**src/rtl/rtc_tick_pkg.sv**
```systemverilog
`timescale 1ns/1ps
package rtc_tick_pkg;

  localparam int unsigned RATE_W    = 4;
  localparam int unsigned TAP_IDX_W = 5;  // chain depth must stay <= 32

  typedef logic [RATE_W-1:0] rate_code_t;

  typedef struct packed {
    logic                 valid;
    logic [TAP_IDX_W-1:0] tap;
  } tap_sel_t;

  // Map a rate code to a divider stage index.
  // Code 3 selects fast_tap; each higher code selects one slower stage.
  // Codes 1 and 2 alias to the stages of codes 8 and 9.
  function automatic tap_sel_t rate_to_tap(input rate_code_t code, input int fast_tap);
    tap_sel_t r;
    int       t;
    t       = 0;
    r.valid = (code != '0);
    if (code == '0)
      t = 0;
    else if (code < 4'd3)
      t = fast_tap + int'(code) + 4;
    else
      t = fast_tap + int'(code) - 3;
    r.tap = TAP_IDX_W'(t);
    return r;
  endfunction

endpackage

```
**src/rtl/rtc_tick_decode.sv**
```systemverilog
`timescale 1ns/1ps
module rtc_tick_decode
  import rtc_tick_pkg::*;
#(
  parameter int FAST_TAP = 1
) (
  input  rate_code_t rate_sel,
  output tap_sel_t   sel
);

  always_comb begin
    sel = rate_to_tap(rate_sel, FAST_TAP);
  end

endmodule

```
**src/rtl/rtc_tick_chain.sv**
```systemverilog
`timescale 1ns/1ps
module rtc_tick_chain #(
  parameter int CNT_W = 14
) (
  input  logic             clk,
  input  logic             rst_n,
  input  logic             hold,
  output logic [CNT_W-1:0] cnt
);

  logic [CNT_W-1:0] cnt_q;
  logic [CNT_W-1:0] cnt_d;
  logic [CNT_W-1:0] carry;

  assign carry[0] = 1'b1;

  // One toggle stage per bit; a stage toggles when all lower stages are 1.
  generate
    for (genvar k = 0; k < CNT_W; k++) begin : g_stage
      if (k < CNT_W - 1) begin : g_carry
        assign carry[k+1] = carry[k] & cnt_q[k];
      end
      assign cnt_d[k] = hold ? 1'b0 : (cnt_q[k] ^ carry[k]);
    end
  endgenerate

  always_ff @(posedge clk or negedge rst_n) begin
    if (!rst_n) cnt_q <= '0;
    else        cnt_q <= cnt_d;
  end

  assign cnt = cnt_q;

  // a free-running chain advances by exactly one each cycle
  p_chain_step_r7: assert property (@(posedge clk) disable iff (!rst_n)
    !hold |=> (cnt_q == $past(cnt_q) + 1'b1));

  // the hold clears the chain
  p_chain_clear_r7: assert property (@(posedge clk) disable iff (!rst_n)
    hold |=> (cnt_q == '0));

endmodule

```
**src/rtl/rtc_tick_mux.sv**
```systemverilog
`timescale 1ns/1ps
module rtc_tick_mux
  import rtc_tick_pkg::*;
#(
  parameter int CNT_W = 14
) (
  input  logic             clk,
  input  logic             rst_n,
  input  logic [CNT_W-1:0] cnt,
  input  tap_sel_t         sel,
  input  logic             sqw_en,
  output logic             pulse,
  output logic             sqw
);

  localparam int EXT_N = 1 << TAP_IDX_W;

  logic [EXT_N-1:0] tap_ext;
  logic             tap_now;
  logic             tap_prev_q;
  logic             tap_prev_d;

  // Widen the chain to the full index range; unused indices read as 0.
  generate
    for (genvar i = 0; i < EXT_N; i++) begin : g_ext
      if (i < CNT_W) begin : g_live
        assign tap_ext[i] = cnt[i];
      end else begin : g_pad
        assign tap_ext[i] = 1'b0;
      end
    end
  endgenerate

  assign tap_now    = sel.valid & tap_ext[sel.tap];
  assign tap_prev_d = tap_now;

  always_ff @(posedge clk or negedge rst_n) begin
    if (!rst_n) tap_prev_q <= 1'b0;
    else        tap_prev_q <= tap_prev_d;
  end

  assign pulse = tap_now & ~tap_prev_q;
  assign sqw   = tap_now & sqw_en;

  // the tick never lasts more than one cycle (shortest period is 4)
  p_pulse_single_r5: assert property (@(posedge clk) disable iff (!rst_n)
    pulse |=> !pulse);

endmodule

```
**src/rtl/rtc_tick_sqw.sv**
```systemverilog
`timescale 1ns/1ps
module rtc_tick_sqw
  import rtc_tick_pkg::*;
#(
  parameter int FAST_TAP = 1
) (
  input  logic       clk_32k,
  input  logic       rst_n,
  input  logic       div_hold,
  input  logic [3:0] rate_sel,
  input  logic       sqw_en,
  output logic       tick_pulse,
  output logic       sqw_out
);

  localparam int CNT_W = FAST_TAP + 13;

  logic [CNT_W-1:0] chain;
  tap_sel_t         sel;

  rtc_tick_decode #(.FAST_TAP(FAST_TAP)) u_decode (
    .rate_sel (rate_sel),
    .sel      (sel)
  );

  rtc_tick_chain #(.CNT_W(CNT_W)) u_chain (
    .clk   (clk_32k),
    .rst_n (rst_n),
    .hold  (div_hold),
    .cnt   (chain)
  );

  rtc_tick_mux #(.CNT_W(CNT_W)) u_mux (
    .clk    (clk_32k),
    .rst_n  (rst_n),
    .cnt    (chain),
    .sel    (sel),
    .sqw_en (sqw_en),
    .pulse  (tick_pulse),
    .sqw    (sqw_out)
  );

  // with a steady code and enable, a tick marks the square wave rising
  p_tick_on_rise_r5: assert property (@(posedge clk_32k) disable iff (!rst_n)
    (tick_pulse && sqw_en && rate_sel != 4'd0 && $stable(rate_sel) && $stable(sqw_en))
      |-> (sqw_out && !$past(sqw_out)));

  // a steady off code keeps both outputs quiet
  p_off_quiet_r1: assert property (@(posedge clk_32k) disable iff (!rst_n)
    (rate_sel == 4'd0 && $past(rate_sel) == 4'd0) |-> (!tick_pulse && !sqw_out));

  // one cycle after a hold both outputs are low
  p_hold_quiet_r7: assert property (@(posedge clk_32k) disable iff (!rst_n)
    div_hold |=> (!tick_pulse && !sqw_out));

endmodule

```
**config.mk**
```make
export PLATFORM = sky130hd
export DESIGN_NAME = rtc_tick_sqw
export DESIGN_NICKNAME = d
export VERILOG_FILES = /design/src/rtl/rtc_tick_pkg.sv /design/src/rtl/rtc_tick_decode.sv /design/src/rtl/rtc_tick_chain.sv /design/src/rtl/rtc_tick_mux.sv /design/src/rtl/rtc_tick_sqw.sv
export SDC_FILE = /design/constraint.sdc
export NUM_CORES = 1
export LEC_CHECK = 0
export ABC_CLOCK_PERIOD_IN_PS = 2720
export BUFFER_PORTS_ARGS = -buffer_cell sky130_fd_sc_hd__buf_2
export CAP_MARGIN = 40
export CORE_UTILIZATION = 52
export CTS_CLUSTER_SIZE = 40
export DETAILED_ROUTE_END_ITERATION = 7
export HOLD_SLACK_MARGIN = 0.06
export PLACE_DENSITY = 0.74
export SYNTH_ARGS = -nofsm -noshare
export SYNTH_HDL_FRONTEND = slang
export SYNTH_HIERARCHICAL = 1
export SYNTH_SLANG_ARGS = --single-unit
```
**constraint.sdc**
```tcl
create_clock -name clk_32k -period 2.72 [get_ports clk_32k]
set_input_delay 0.544 -clock clk_32k [delete_from_list [all_inputs] [get_ports clk_32k]]
set_output_delay 0.544 -clock clk_32k [all_outputs]
set_load 0.02 [all_outputs]
```
* Word level (Yosys, flattened, before mapping)
Cells that the tools add are included.
Word-level totals: register bits 15, logic and storage cells 57, output and inout port bits 2
Cells by class: mux-type cells 18, magnitude comparators 2, bitwise logic cells 30, add/subtract/negate cells 3, reductions and logical operators 2
Operator list (number):
- $and 1x1->1 | 15
- $mux 1 | 15
- $xor 1x1->1 | 13
- $mux 5 | 2
- $lt 5x6->1 const B | 1
- $add 1x4->5 const A | 1
- $add 5x4->5 const B | 1
- $bmux 1 s5 | 1
- $sub 5x3->5 const B | 1
- $logic_not 4->1 | 1
- $lt 4x2->1 const B | 1
- $reduce_bool 4->1 | 1
- $not 1->1 | 2

* Longest topological paths before layout
depth after elaboration 14, depth in mapped cells 14, depth with buffers taken out 14

* Modules after synthesis
Netlist, hierarchy kept.
By module, submodules not included:
- rtc_tick_chain | area each 628.1 sq um, times used 1, cells each 42
- rtc_tick_decode | area each 289.0 sq um, times used 1, cells each 39
- rtc_tick_mux | area each 196.4 sq um, times used 1, cells each 20

* Least setup slack after synthesis
No wires, ideal clock.
path type input -> output, start point input rate_sel[0], end point output sqw_out, buffers on the path 0, required time 2.176 ns, cell stages on the path 8, slack -0.263 ns, data arrival time 2.439 ns, cell sequence inv_1 -> ha_1 -> mux2_2 -> mux2_2 -> or4b_1 -> nand3_1 -> o221ai_2 -> nor2_1
RTL lines:
- start: declaration | RTL line rtc_tick_sqw.sv:10 | input logic [3:0] rate_sel,
- end: declaration | RTL line rtc_tick_sqw.sv:13 | output logic sqw_out

==> summary.md <==
Summed over all nets, the half-perimeter wirelength after detailed placement is 1.66 mm. In the final layout, the share of cells above drive strength 1 is 62.1%. The endpoint arrival time on the critical path was 2.55 ns.

Category of the most critical setup path: in2out. The pin slew with the least headroom to its limit came out at 0.347 ns. The wire length per cell after detailed routing is 17.0 µm.

Of the available clock period, the critical path in the final layout requires 114%. The combinational share of power is 34.1%, and the count of inserted antenna diode cells is 0. The area growth from synthesis to layout is 52.8%. For this design the top-level I/O count stands at 10. Setup repair after global routing could not meet its margin everywhere. The global-route total usage across every layer is 23.0%. The min-delay analysis places its worst path in the category in2async. The synthesized netlist contains 31 unique library cells. The final reports fail on negative setup slack.

Of the synthesized area, sequential elements account for 33.7%. The initialized floorplan defines 16 standard-cell rows. TritonCTS built the clock tree. A synthesized cell averages 11.0 µm².

The maximum clock path buffer count was 2; the largest voltage drop on the vdd net was 0.351 mV. Adding up every negative setup slack in the final design gives -0.739 ns. The total standard cell area after synthesis was 0.00111 mm². By area the synthesized netlist is led by sky130_fd_sc_hd__dfrtp_1 34%, sky130_fd_sc_hd__ha_1 20%, sky130_fd_sc_hd__nor2b_2 6.3%. Clock skew on the completed layout was measured at 0.00131 ns. The number of nets handed over by synthesis was 127.

The largest net degree at the start of global routing came out at 16. The run finished, with violations left. The first TritonRoute pass finished after 4 iterations. Number of endpoints with negative hold slack in the final report: 0.

For the leftover overflow at the end of global routing, the log shows 0. In the synthesized netlist the dominant register cell turns out to be sky130_fd_sc_hd__dfrtp_1. Yosys mapped a number of flops with a built-in enable equal to 0. The H-tree depth reported by CTS was 1; the clock period minus final worst setup slack was 3.09 ns. The internal power of the cells totals 381 µW. From left edge to right edge, the die measures 48.3 µm. STA classifies the critical path startpoint as an input pin. The static leakage is 0.776 nW.

The proportion of synthesized flip-flops having asynchronous set or reset was 100%. After technology mapping, the gate count stands at 101. The clock-pin slew of the registers on the worst-case setup and hold paths came out at 0.09 ns. The headroom to the max-slew limit is 76.9%, and the number of standard cells in the final layout excluding fillers is 159. Of the total power, the clock network draws 23.1%. The count of antenna-violating nets left after detailed routing is 0, and the total DRC errors in the routed layout is 0. The vertical extent of the die came out at 48.3 µm. The biggest area contributor in the post-synthesis netlist is sky130_fd_sc_hd__dfrtp_1. In this run the power density over the cells is 320 mW/mm². The detailed router's first-iteration violation count is 11.

The initial utilization of the core area, before any placement, comes to 56.2%. The core footprint was 0.00198 mm². The run gives 2.70 mm as the post-detailed-routing wire length. The number of sinks on the clock net is 15.

The total of endpoints with negative setup slack in the final report was 2; the placed instance count was 151. Routability-driven placement finished with a final weighted congestion of 0.811. The type of element capturing the critical path is a primary output. The run gives 42.8% as the sequential cell fraction of total power.

The first-pass GRT wire length is 3.48 mm. The switching power of the nets was 164 µW. The post-synthesis register bit count was 15; the required time reported for the critical path endpoint was 2.18 ns. For the highest clock frequency the design can meet, the log shows 323 MHz.

The root cell of the clock tree was sky130_fd_sc_hd__clkbuf_4. Of all nets on the critical path, the largest fanout is 3. Clock tree synthesis inserted a total of 3 buffers. Net count reported at finish: 159. Yosys printed 6 warnings. The number of port buffers works out to 9. Using the TritonRoute via totals, the vias-per-cell ratio works out to 5.62.

The portion of synthesized cell area occupied by the leading cell type is 33.7%, and the post-route worst setup slack is -0.371 ns. Net switching is 30.0% of the power. The total count of max-transition violations in the final report was 0. The full die area was 0.00233 mm²; the via count of the first global-routing pass was 801.

Summing internal, switching and leakage power gives 544 µW. For the worst-skew pair, the clock arrives at the later sink with an insertion delay of 0.28 ns. For the reported max-cap violation count, the log shows 0. The number of antenna violations at the first check in global routing is 0.

Number of vias in the routed layout: 894.
worst paths after layout:
kind	start	end	slack, ns	depth (start not counted)
min in group clk_32k	u_chain/cnt[13]	u_chain/cnt[13]	0.59	2
hold / removal	rst_n	u_chain/cnt[0]	0.15	1
hold reg to reg	u_chain/cnt[13]	u_chain/cnt[13]	0.59	2
setup reg to reg	u_chain/cnt[1]	u_chain/cnt[12]	0.09	13
max in group asynchronous	rst_n	u_chain/cnt[11]	2.33	1
setup / recovery	rate_sel[0]	sqw_out	-0.37	11
registers in the layout, summed over array words and instances (netlist names):
register,cells
u_chain/cnt,14
u_mux/tap_prev_q,1
routing by layer:
layer,global-route usage [%],routed length [µm],part of all wire (%),up-vias
met1,24.7,1040,38,446
met3,2.22,66,2.4,9
met2,44.5,1530,57,21
li1,-,-,-,418
met4,10.0,68,2.5,0
met5,0,0,0,-
what timing repair did:
item | CTS | global route
resized for setup | 30 | 15
hold endpoints to repair | 0 | 0
pin swaps | 10 | 4
gates cloned | 0 | 0
hold buffers | 0 | 0
setup endpoints to repair | 4 | 4
setup buffers | 1 | 3
logic make-up (layout without fill, tap and decap cells):
kind of cell,count (synthesis),after routing,synth area share [%]
AOI/OAI and AO/OA,12,12,7.75
DFF,15,15,33.7
buffers and inverters,9,40,4.38
muxes,12,12,12.6
adders and majority gates,18,18,20.2
and+or+nand+nor,33,33,19.8
xor gates and xnor gates,2,2,1.57
area by class of cell:
| cell class | instances | area (µm²) |
|---|---|---|
| inverter | 7 | 43.8 |
| timing repair buffer | 29 | 240 |
| multi-input combinational | 77 | 982 |
| fill | 99 | 280 |
| clock buffer | 4 | 26.3 |
| tap | 27 | 33.8 |
| sequential | 15 | 375 |
synthesized netlist by cell type (2+ instances only):
library cell	number
sky130_fd_sc_hd__a21oi_1	3
sky130_fd_sc_hd__and2b_1	4
sky130_fd_sc_hd__buf_6	2
sky130_fd_sc_hd__dfrtp_1	15
sky130_fd_sc_hd__ha_1	18
sky130_fd_sc_hd__inv_1	7
sky130_fd_sc_hd__mux2_1	2
sky130_fd_sc_hd__mux2_2	4
sky130_fd_sc_hd__mux2i_1	5
sky130_fd_sc_hd__nand2_1	2
sky130_fd_sc_hd__nand2b_1	2
sky130_fd_sc_hd__nor2_1	8
sky130_fd_sc_hd__nor2b_1	2
sky130_fd_sc_hd__nor2b_2	8
sky130_fd_sc_hd__o21ai_0	2
sky130_fd_sc_hd__xnor2_1	2
power groups by stage:
stage | Sequential, mW | Combinational (mW) | Clock [mW]
2_1_floorplan | 0.236 | 0.100 | 0
5_1_grt | 0.234 | 0.199 | 0.138
3_3_place_gp | 0.236 | 0.146 | 0
6_report | 0.233 | 0.185 | 0.126
4_1_cts | 0.233 | 0.170 | 0.130
3_5_place_dp | 0.237 | 0.150 | 0
through the flow:
step           instance area, µm²  utilization [%]  hold WS [ns]  setup slack [ns]
2_1_floorplan                1230                -         0.248            -0.162
3_3_place_gp                 1410             71.1         0.453            -0.547
3_5_place_dp                 1410             71.1         0.468            -0.584
4_1_cts                      1570             79.0         0.156            -0.335
5_1_grt                      1700             85.9         0.167            -0.422
6_report                     1700             85.9         0.146            -0.371
critical path: stages:
cell,delay (ns)
sky130_fd_sc_hd__buf_8,0.11
sky130_fd_sc_hd__inv_6,0.05
sky130_fd_sc_hd__ha_4,0.19
sky130_fd_sc_hd__mux2_4,0.27
sky130_fd_sc_hd__mux2_4,0.28
sky130_fd_sc_hd__or4b_4,0.50
sky130_fd_sc_hd__nand3_4,0.11
sky130_fd_sc_hd__o21ai_2,0.08
sky130_fd_sc_hd__o221ai_4,0.23
sky130_fd_sc_hd__nor2_4,0.05
sky130_fd_sc_hd__buf_6,0.13
cells in the final DEF (no fill, tap or decap), types with 4 or more instances in the layout:
master / Yosys / routed
sky130_fd_sc_hd__dfrtp_1: 15 / 15
sky130_fd_sc_hd__buf_2: 0 / 5
sky130_fd_sc_hd__buf_4: 0 / 18
sky130_fd_sc_hd__nor2_1: 8 / 5
sky130_fd_sc_hd__buf_6: 2 / 4
sky130_fd_sc_hd__ha_4: 0 / 14
sky130_fd_sc_hd__mux2i_1: 5 / 4
sky130_fd_sc_hd__inv_1: 7 / 5
sky130_fd_sc_hd__nor2b_2: 8 / 9
sky130_fd_sc_hd__and2b_1: 4 / 4
(Power assumes the default switching activity.)
